--- config.mk ---
export PLATFORM = sky130hd
export DESIGN_NAME = vaddr_segment_decoder
export DESIGN_NICKNAME = d
export VERILOG_FILES = /design/src/rtl/vsd_pkg.sv /design/src/rtl/vsd_region_classify.sv /design/src/rtl/vsd_access_check.sv /design/src/rtl/vsd_phys_translate.sv /design/src/rtl/vaddr_segment_decoder.sv
export SDC_FILE = /design/constraint.sdc
export NUM_CORES = 1
export LEC_CHECK = 0
export ABC_AREA = 0
export BUFFER_PORTS_ARGS = -buffer_cell sky130_fd_sc_hd__buf_2
export CAP_MARGIN = 0
export CELL_PAD_IN_SITES_DETAIL_PLACEMENT = 2
export CELL_PAD_IN_SITES_GLOBAL_PLACEMENT = 2
export CORE_AREA = 2 2 74 76
export DETAILED_ROUTE_END_ITERATION = 12
export DIE_AREA = 0 0 76 78
export HOLD_SLACK_MARGIN = 0.06
export PLACE_DENSITY_LB_ADDON = 0.1
export REMOVE_ABC_BUFFERS = 1
export SETUP_SLACK_MARGIN = 0.05
export SYNTH_ARGS = -nofsm -noshare
export SYNTH_HDL_FRONTEND = slang
export SYNTH_SLANG_ARGS = --single-unit
--- constraint.sdc ---
create_clock -name clk -period 5.8 [get_ports clk]
set_input_delay 1.74 -clock clk [delete_from_list [all_inputs] [get_ports clk]]
set_output_delay 1.74 -clock clk [all_outputs]
set_load 0.01 [all_outputs]
--- src/rtl/vsd_pkg.sv ---
package vsd_pkg;

  typedef enum logic [1:0] {
    PRIV_USER   = 2'd0,
    PRIV_SUPER  = 2'd1,
    PRIV_KERNEL = 2'd2,
    PRIV_RSVD   = 2'd3
  } priv_e;

  typedef enum logic [2:0] {
    SEG_USER  = 3'd0,
    SEG_WIN_A = 3'd1,
    SEG_WIN_B = 3'd2,
    SEG_SMAP  = 3'd3,
    SEG_KMAP  = 3'd4
  } seg_e;

  typedef enum logic [1:0] {
    ACT_DIRECT = 2'd0,
    ACT_MAPPED = 2'd1,
    ACT_FAULT  = 2'd2
  } act_e;

  typedef struct packed {
    logic direct;
    logic tlb_req;
    logic adel;
    logic ades;
    logic perm_rd;
    logic perm_wr;
  } outcome_t;

endpackage

--- src/rtl/vsd_region_classify.sv ---
module vsd_region_classify
  import vsd_pkg::*;
#(
  parameter int ADDR_W = 32
) (
  input  logic [ADDR_W-1:0] addr,
  output seg_e              seg
);
  localparam int TOP_BITS = 3;

  logic [TOP_BITS-1:0] top;
  assign top = addr[ADDR_W-1 -: TOP_BITS];

  always_comb begin
    unique casez (top)
      3'b0??:  seg = SEG_USER;
      3'b100:  seg = SEG_WIN_A;
      3'b101:  seg = SEG_WIN_B;
      3'b110:  seg = SEG_SMAP;
      default: seg = SEG_KMAP;
    endcase
  end
endmodule

--- src/rtl/vsd_access_check.sv ---
module vsd_access_check
  import vsd_pkg::*;
(
  input  seg_e        seg,
  input  logic [1:0]  priv,
  input  logic        err_level,
  output act_e        act
);
  logic is_kernel;
  logic is_super;

  assign is_kernel = (priv == PRIV_KERNEL);
  assign is_super  = (priv == PRIV_SUPER);

  always_comb begin
    act = ACT_FAULT;
    unique case (seg)
      SEG_USER:  act = err_level ? ACT_DIRECT : ACT_MAPPED;
      SEG_WIN_A,
      SEG_WIN_B: act = is_kernel ? ACT_DIRECT : ACT_FAULT;
      SEG_SMAP:  act = (is_kernel || is_super) ? ACT_MAPPED : ACT_FAULT;
      SEG_KMAP:  act = is_kernel ? ACT_MAPPED : ACT_FAULT;
      default:   act = ACT_FAULT;
    endcase
  end
endmodule

--- src/rtl/vsd_phys_translate.sv ---
module vsd_phys_translate
  import vsd_pkg::*;
#(
  parameter int          ADDR_W       = 32,
  parameter logic [31:0] FIXED_OFFSET = 32'h4000_0000
) (
  input  logic [ADDR_W-1:0] addr,
  input  seg_e              seg,
  input  act_e              act,
  input  logic              fixed_map,
  input  logic              is_write,
  output logic [ADDR_W-1:0] phys,
  output outcome_t          res
);
  localparam int WIN_BITS = ADDR_W - 3;
  localparam logic [ADDR_W-1:0] WIN_MASK = {{3{1'b0}}, {WIN_BITS{1'b1}}};
  localparam logic [ADDR_W-1:0] OFFS = FIXED_OFFSET[ADDR_W-1:0];

  logic [ADDR_W-1:0] direct_addr;
  logic [ADDR_W-1:0] fixed_addr;
  logic              resolved;

  // Unmapped kernel windows drop their base; user bypass is identity.
  always_comb begin
    if (seg == SEG_WIN_A || seg == SEG_WIN_B) direct_addr = addr & WIN_MASK;
    else                                      direct_addr = addr;
  end

  // Fixed mapping replaces the TLB: user region shifted, upper regions pass.
  always_comb begin
    if (seg == SEG_USER) fixed_addr = addr + OFFS;
    else                 fixed_addr = addr;
  end

  assign resolved = (act == ACT_DIRECT) || (act == ACT_MAPPED && fixed_map);

  always_comb begin
    res         = '0;
    phys        = '0;
    res.tlb_req = (act == ACT_MAPPED) && !fixed_map;
    res.adel    = (act == ACT_FAULT) && !is_write;
    res.ades    = (act == ACT_FAULT) && is_write;
    if (resolved) begin
      res.direct  = 1'b1;
      res.perm_rd = 1'b1;
      res.perm_wr = 1'b1;
      phys        = (act == ACT_DIRECT) ? direct_addr : fixed_addr;
    end
  end
endmodule

--- src/rtl/vaddr_segment_decoder.sv ---
module vaddr_segment_decoder
  import vsd_pkg::*;
#(
  parameter int          ADDR_W       = 32,
  parameter logic [31:0] FIXED_OFFSET = 32'h4000_0000
) (
  input  logic              clk,
  input  logic              rst,
  input  logic              req_valid,
  input  logic [ADDR_W-1:0] req_addr,
  input  logic [1:0]        req_priv,
  input  logic              req_write,
  input  logic              err_level,
  input  logic              fixed_map,
  output logic              rsp_valid,
  output logic [ADDR_W-1:0] rsp_phys,
  output logic              rsp_direct,
  output logic              rsp_tlb_req,
  output logic              rsp_adel,
  output logic              rsp_ades,
  output logic              rsp_perm_rd,
  output logic              rsp_perm_wr
);
  seg_e              seg;
  act_e              act;
  logic [ADDR_W-1:0] phys_c;
  outcome_t          res_c;
  outcome_t          res_q;

  vsd_region_classify #(.ADDR_W(ADDR_W)) u_cls (
    .addr (req_addr),
    .seg  (seg)
  );

  vsd_access_check u_chk (
    .seg       (seg),
    .priv      (req_priv),
    .err_level (err_level),
    .act       (act)
  );

  vsd_phys_translate #(.ADDR_W(ADDR_W), .FIXED_OFFSET(FIXED_OFFSET)) u_xlt (
    .addr      (req_addr),
    .seg       (seg),
    .act       (act),
    .fixed_map (fixed_map),
    .is_write  (req_write),
    .phys      (phys_c),
    .res       (res_c)
  );

  always_ff @(posedge clk) begin
    if (rst) begin
      rsp_valid <= 1'b0;
      rsp_phys  <= '0;
      res_q     <= '0;
    end else begin
      rsp_valid <= req_valid;
      rsp_phys  <= req_valid ? phys_c : '0;
      res_q     <= req_valid ? res_c : '0;
    end
  end

  assign rsp_direct  = res_q.direct;
  assign rsp_tlb_req = res_q.tlb_req;
  assign rsp_adel    = res_q.adel;
  assign rsp_ades    = res_q.ades;
  assign rsp_perm_rd = res_q.perm_rd;
  assign rsp_perm_wr = res_q.perm_wr;


  one_outcome_chk: assert property (@(posedge clk) disable iff (rst)
    rsp_valid |-> $countones({rsp_direct, rsp_tlb_req, rsp_adel, rsp_ades}) == 1);


  store_fault_chk: assert property (@(posedge clk) disable iff (rst)
    rsp_ades |-> $past(req_write));


  idle_quiet_chk: assert property (@(posedge clk) disable iff (rst)
    !rsp_valid |-> (!rsp_direct && !rsp_tlb_req && !rsp_adel && !rsp_ades && rsp_phys == '0));


  valid_follow_chk: assert property (@(posedge clk) disable iff (rst)
    rsp_valid |-> $past(req_valid));


  fixed_no_tlb_chk: assert property (@(posedge clk) disable iff (rst)
    (rsp_valid && $past(fixed_map)) |-> !rsp_tlb_req);


  perm_match_chk: assert property (@(posedge clk) disable iff (rst)
    (rsp_valid && !rsp_direct) |-> (rsp_phys == '0 && !rsp_perm_rd && !rsp_perm_wr));


  kwin_guard_chk: assert property (@(posedge clk) disable iff (rst)
    (rsp_valid && $past(req_priv) != PRIV_KERNEL &&
     $past(req_addr[ADDR_W-1 -: 2]) == 2'b10) |-> (rsp_adel || rsp_ades));
endmodule

## After elaboration in Yosys (flattened, before gate mapping)

Index checks and enable logic that the tools add are counted.

- Word-level logic and storage cells: 48
- Output and inout port bits: 39
- Register bits after elaboration: 39
- Input port bits: 40

- Bitwise operators: 3
- Multiplexer cells: 11
- Eq/ne operators: 11
- Reductions and logical operators: 14
- Add/sub/neg operators: 1

Operator list:

| operator | count |
|---|---|
| $mux 32 | 3 |
| $add 32x31->32 const B | 1 |
| $eq 3x3->1 const B | 4 |
| $pmux 3 s4 | 1 |
| $mux 2 | 4 |
| $pmux 2 s4 | 1 |
| $eq 3x2->1 const B | 2 |
| $eq 2x1->1 const B | 2 |
| $eq 2x2->1 const B | 2 |
| $logic_and 1x1->1 | 4 |
| $reduce_or 2->1 | 2 |
| $eq 3x1->1 const B | 1 |
| $logic_not 3->1 | 1 |
| $logic_or 1x1->1 | 3 |
| $not 1->1 | 3 |
| $reduce_or 3->1 | 1 |
| $logic_not 1->1 | 2 |
| $logic_not 2->1 | 1 |
| $mux 1 | 2 |

## Depth between registers and ports, before layout

Gate-level depths: netlist (run 1).

- Depth in word-level cells: 10
- Gate-level depth with buffers: 7
- Mapped depth without buffers: 6

## Hierarchy

A second synthesis (run 1) with hierarchy kept.

- Cell total of the unflattened synthesis: 158
- Area, all modules: 1,659.1 um2

Modules (own cells, without submodules):

| module | times used | area an instance (um2) | sequential area each (um2) | cells each |
|---|---|---|---|---|
| vaddr_segment_decoder | 1 | 1,177.4 | 780.7 | 86 |
| vsd_phys_translate | 1 | 362.8 | 0.0 | 58 |
| vsd_access_check | 1 | 87.6 | 0.0 | 10 |
| vsd_region_classify | 1 | 31.3 | 0.0 | 4 |

## Worst setup path after synthesis (run 1)

Ideal clock, no wire load.

- Path kind: input -> register
- Start: input req_priv[0]
- End: register rsp_phys[0]
- Path slack: 2,598 ps
- Arrival: 3,086 ps
- Required time: 5,685 ps
- Buffers on the path: 1
- Stages: 7
- Library setup time: 115 ps
- Cell sequence: inv_1 ha_1 nor2b_1 o32a_1 or2_4 buf_6 and3_1

- Longest elaborated chain between the ends: 9
- Elaborated cells between the ends (all ways): 14
- Those cells by class: eq/ne: 3; mux: 5; bitwise: 1; reduce/logical: 5

RTL lines:

| what | line | source |
|---|---|---|
| start: declaration | vaddr_segment_decoder.sv:11 | `input logic [1:0] req_priv,` |
| $eq 2x2->1 or $eq 2x1->1 (tied branches) | vsd_access_check.sv:12, vsd_access_check.sv:13 |  |
| $logic_or 1x1->1 | vsd_access_check.sv:21 | `SEG_SMAP: act = (is_kernel \|\| is_super) ? ACT_MAPPED : ACT_FAULT;` |
| $mux 2 | vsd_access_check.sv:21 |  |
| $pmux 2 s4 (*) | vsd_access_check.sv:17 | `unique case (seg)` |
| $eq 2x1->1 | vsd_phys_translate.sv:35 | `assign resolved = (act == ACT_DIRECT) \|\| (act == ACT_MAPPED && fixed_map);` |
| $logic_and 1x1->1 | vsd_phys_translate.sv:35 |  |
| $logic_or 1x1->1 | vsd_phys_translate.sv:35 |  |
| $not 1->1 (no line) | n/a |  |
| $reduce_or 3->1 (no line) | n/a |  |
| end signal: assignment | vaddr_segment_decoder.sv:59 | `rsp_phys <= req_valid ? phys_c : '0;` |
| end: declaration | vaddr_segment_decoder.sv:16 | `output logic [ADDR_W-1:0] rsp_phys,` |

Mark *: on every way between the ends. The rest lies on a longest branch, timed or not.
A chain may end at the register's enable or synchronous reset.

## Final worst setup path (run 1)

- Start: input req_priv[0]
- End: register rsp_phys[19]

The elaborated chain is that of the path after synthesis.

==> flow_summary.ini, run 1 <==
[outcome]
status = complete, no violations

[worst_setup_path]
critPathMaxStageDelay_ps = 860
critical_path_class = in2reg
startpoint = req_priv[0]
cp_top_family = simple AND/OR/NAND/NOR gates
crit_fanout = 34
worstPathCellList = buf_2 > inv_1 > ha_1 > nor2_1 > o32ai_1 > nor3b_4 > and3_1
worstPathRequired_ps = 6010
crit_path_end_kind = flip-flop
worst-path-buf-inv = 2
critPathSlowestCell = nor3b_4
critPathLaunchType = input port
cp.arrival_ps = 3640

[die]
core-area_mm2 = 0.00504
num_rows = 26
io_pins = 79
initial_core_util_pct = 24.5
die_area_mm2 = 0.00593
die-height_um = 78
die_w_um = 76

[finish]
area_growth_pct = 41.2
post-route-util_pct = 34.6
final_cell_mix = 78 x buf_2, 37 x dfxtp_1, 30 x and3_1
layout_commonest_cell = buf_2
n_antenna_cell = 0
fillers = 586
fin_nets = 232
drive_above_1_share_pct = 45.7

[sta]
slew_headroom_pct = 31.2
setup_viol = 0
finalSetupTns_ps = 0
min_period_ps = 3430
final_max_slew_viol_count = 0
tightest_slew_ps = 1030
fmax_mhz = 292
grt_setup_unrepaired = false
finalHoldViolCount = 0
hold_slack_ps = 1630
fin_crit_sh_pct = 59.1

[synth]
synthTopCellsByArea = dfxtp_1 60%, and3_1 15%, ha_1 4.0%, buf_6 2.7%, nor2b_1 2.5%
synthDistinctLibCells = 24
syn_inst = 111
ys_ff_latch = 37
yosys.area.top_type = dfxtp_1
ys_async_sr_fraction_pct = 0
synth_seq_area_share_pct = 59.9
yosysTopAreaCellShare_pct = 59.9
synth-edff-count = 0
avgSynthCellArea_um2 = 11.1
synth_flop_cell = dfxtp_1
yosys_warnings = 0
netlist_area_mm2 = 0.00124

[place]
place_congestion = 0.716
portBuffers = 78
hpwl_mm = 2.75

[clock_network]
cts_tree = built
cts-htree-levels = 2
cts.clk_slew.worst_paths_ps = 70
postCtsSetupBuffers = 0
cts_resized = 0
cts_root_buf = clkbuf_8
cts_buffers = 5
clock-sinks = 37
cts-hold-fix-buffers = 0
clk_path_buf_depth = 2

[hold_path]
min_from = req_write
min_path_type = in2reg

[power_and_ir_drop]
leakage_nw = 1.01
p_int_uw = 384
peakVddDrop_uv = 67.8
power_frac_seq_pct = 53.8
power_density_mw_per_mm2 = 283
netSwitchingPower_uw = 110
switching_share_pct = 22.2
p_clk_share_pct = 35.0
combPwrFrac_pct = 11.2
total_power_uw = 494

[route]
drc_errors = 0
via_count = 1057
routedWlPerCell_um = 13.5
firstDrtPassIters = 4
ant_nets = 0
drt_wl_total_mm = 3.49
vias_per_cell = 4.10
drt_iter0_markers = 28

[grt]
grt_pass1_wl_mm = 5.61
grt_pass1_vias = 1165
grt_max_degree = 35
grt_antenna_before_repair = 0
grt_usage_pct = 12.3
grt_overflow_total = 0

[flow_run]
maxCapViolations = 0
## synthesized netlist by cell type (2+ instances only)
master	n
clkbuf_1	2
nor2b_1	5
buf_4	2
mux2i_1	2
and3_1	30
dfxtp_1	37
inv_1	6
ha_1	4
nor2_1	5
buf_6	3
and2_1	2
## through the flow
step                area (µm²)  worst slack, ps  std cells
floorplan                 1180             2430        103
global placement          1660             2190        251
detailed placement        1660             2090        251
CTS                       1750             2380        258
global route              1750             2130        258
finish                    1750             2370        258
## kinds of logic after synthesis
kind of cell / count (synthesis) / synth area share (%)
compound gates: 4 / 2.83
mux: 2 / 1.62
flops: 37 / 59.9
simple gates: 50 / 24.9
fa+ha+maj: 4 / 4.04
buf+inv: 14 / 6.77
## per-layer routing
metal  track usage [%]  routed length (µm)  up-vias
met5                 0                   0        -
met4              5.45                  34        0
met3              4.77                 220        2
met2              23.3                1930       41
met1              11.8                1310      491
li1                  -                   -      523
## power groups by stage
| stage | Combinational, mW | Clock [mW] | Sequential [mW] |
|---|---|---|---|
| floorplan | 0.0194 | 0 | 0.277 |
| global placement | 0.0545 | 0 | 0.271 |
| detailed placement | 0.0567 | 0 | 0.272 |
| CTS | 0.0569 | 0.181 | 0.266 |
| global route | 0.0627 | 0.191 | 0.267 |
| finish | 0.0556 | 0.173 | 0.266 |
## final timing paths
path                                       to  depth (start not counted)  slack [ps]
worst min-delay path      rsp_adel$_SDFF_PP0_                          2        1630
worst max-delay path  rsp_phys[19]$_SDFF_PP0_                          7        2370
## flip-flops by register name, indices dropped and copies added (netlist names)
register     count
rsp_tlb_req      1
rsp_adel         1
rsp_valid        1
rsp_ades         1
rsp_phys        32
rsp_direct       1
## area by class of cell
| type | instances | area, µm² | share of cell area, % |
|---|---|---|---|
| clock buffer | 7 | 86.3 | 4.94 |
| inverter | 6 | 22.5 | 1.29 |
| multi-input combinational | 60 | 419 | 24.0 |
| sequential | 37 | 741 | 42.4 |
| tap | 70 | 87.6 | 5.01 |
| timing repair buffer | 78 | 390 | 22.3 |
(Power assumes the default switching activity.)
==> run 2: changes to the inputs <==
- CORE_AREA: 2 2 74 76 -> 2 2 77 79
- DIE_AREA: 0 0 76 78 -> 0 0 79 81
- clock period: 5.8 -> 3.4 ns (I/O delays scaled with it)
==> run 2 against run 1 <==
Against the previous run:
- utilization decreased by 3.2 points
- sequential share of layout area shrank 0.89 points
- largest power group unchanged
- design area is 2.1% higher
- sequential power grew 70%
==> flow_summary.ini, run 2 (same netlist as run 1, synthesis figures left out) <==
[clock_network]
cts_resized = 0
cts_root_buf = clkbuf_8
cts_tree = built
postCtsSetupBuffers = 0
cts_buffers = 5
cts-hold-fix-buffers = 0
cts.clk_slew.worst_paths_ps = 70
clock-sinks = 37
cts-htree-levels = 2
clk_path_buf_depth = 2

[route]
vias_per_cell = 4.07
routedWlPerCell_um = 12.8
via_count = 1078
firstDrtPassIters = 4
ant_nets = 0
drt_iter0_markers = 25
drc_errors = 0
drt_wl_total_mm = 3.40

[sta]
slew_headroom_pct = 42.6
fin_crit_sh_pct = 81.3
finalSetupTns_ps = 0
tightest_slew_ps = 857
fmax_mhz = 362
grt_setup_unrepaired = false
setup_viol = 0
finalHoldViolCount = 0
hold_slack_ps = 912
final_max_slew_viol_count = 0
min_period_ps = 2770

[power_and_ir_drop]
switching_share_pct = 21.4
peakVddDrop_uv = 187
combPwrFrac_pct = 10.1
p_clk_share_pct = 41.4
netSwitchingPower_uw = 200
leakage_nw = 1.03
power_frac_seq_pct = 48.5
power_density_mw_per_mm2 = 524
p_int_uw = 734

[hold_path]
min_path_type = in2reg
min_path_cells = 2

[die]
initial_core_util_pct = 21.8
core-area_mm2 = 0.00568
die_area_mm2 = 0.00640
die_w_um = 79
io_pins = 79
num_rows = 28
die-height_um = 81

[grt]
grt_pass1_vias = 1097
grt_antenna_before_repair = 0
grt_max_degree = 32
grt_pass1_wl_mm = 5.21
grt_overflow_total = 0
grt_usage_pct = 11.0

[place]
dpl.cell_count = 257
hpwl_mm = 2.65
place_congestion = 0.802
portBuffers = 78

[finish]
top_register = rsp_phys
n_antenna_cell = 0
layout_commonest_cell = buf_2
drive_above_1_share_pct = 46.3
area_growth_pct = 44.2
final_cell_mix = 78 x buf_2, 37 x dfxtp_1, 30 x and3_1
fin_nets = 233
largest_reg_flops = 32
finalNonFillerCells = 265

[worst_setup_path]
cp.arrival_ps = 2990
startpoint = req_priv[0]
crit_fanout = 18
crit_path_end_kind = flip-flop
critPathSlowestCell = nor3b_2
crit_end = rsp_phys[26]$_SDFF_PP0_
worstPathRequired_ps = 3630
critPathMaxStageDelay_ps = 720
critPathLaunchType = input port
critical_path_class = in2reg
worstPathCellList = buf_2 > inv_1 > ha_1 > nor2_1 > o32ai_1 > nor3b_2 > buf_4 > and3_1

[outcome]
status = complete, no violations

[flow_run]
maxCapViolations = 0
[run 2: changes by cell type in the layout (fill, tap and decap cells not counted)]
cell       delta
bufinv_16     +1
buf_4         +1
nor3b_2       +1
nor3b_4       -1
[run 2: final cells by class]
cell class | count | area, µm²
multi-input cells | 60 | 413
flip-flops and latches | 37 | 741
well taps | 75 | 93.8
clock buffers | 7 | 86.3
inverters | 6 | 22.5
clock inverters | 1 | 30.0
fillers | 674 | 3890
repair buffers | 79 | 398
[run 2: power groups by stage]
| stage | Sequential [mW] | Clock, mW | Combinational, mW |
|---|---|---|---|
| finish | 0.453 | 0.386 | 0.0946 |
| global route | 0.454 | 0.427 | 0.106 |
| CTS | 0.454 | 0.400 | 0.0972 |
| detailed placement | 0.464 | 0 | 0.0968 |
| global placement | 0.463 | 0 | 0.0937 |
| floorplan | 0.473 | 0 | 0.0330 |
[run 2: worst min-delay path by stage]
stage	startpoint	endpoint	slack, ps
final	req_write	rsp_adel$_SDFF_PP0_	910
after global routing	req_write	rsp_adel$_SDFF_PP0_	900
after CTS	req_write	rsp_adel$_SDFF_PP0_	900
after detailed placement	req_write	rsp_adel$_SDFF_PP0_	1210
after global placement	req_write	rsp_adel$_SDFF_PP0_	1190
after floorplan	req_write	rsp_adel$_SDFF_PP0_	1090
[run 2: metal layers]
metal  wire (µm)  vias up  GRT usage (%)  share of wire [%]
li1            -      526              -                  -
met1        1340      502           12.0                 39
met2        1720       44           18.6                 50
met3         269        6           3.89                7.9
met4          74        0           6.72                2.2
met5           0        -              0                  0
[run 2: metrics by stage]
stage / power, mW / utilization (%) / worst slack, ps / area, µm²
floorplan: 0.506 / - / 752 / 1180
global placement: 0.557 / 29.4 / 457 / 1670
detailed placement: 0.560 / 29.4 / 324 / 1670
CTS: 0.951 / 31.4 / 638 / 1780
global route: 0.988 / 31.4 / 432 / 1780
finish: 0.934 / 31.4 / 634 / 1780
[run 2: worst max-delay path: cells and delay by family]
kind,cells,cell delay [ps]
AO/OA/AOI/OAI,1,160
AND/OR/NAND/NOR,3,1070
adder cells (fa/ha/maj),1,290
buffers and inverters,3,440
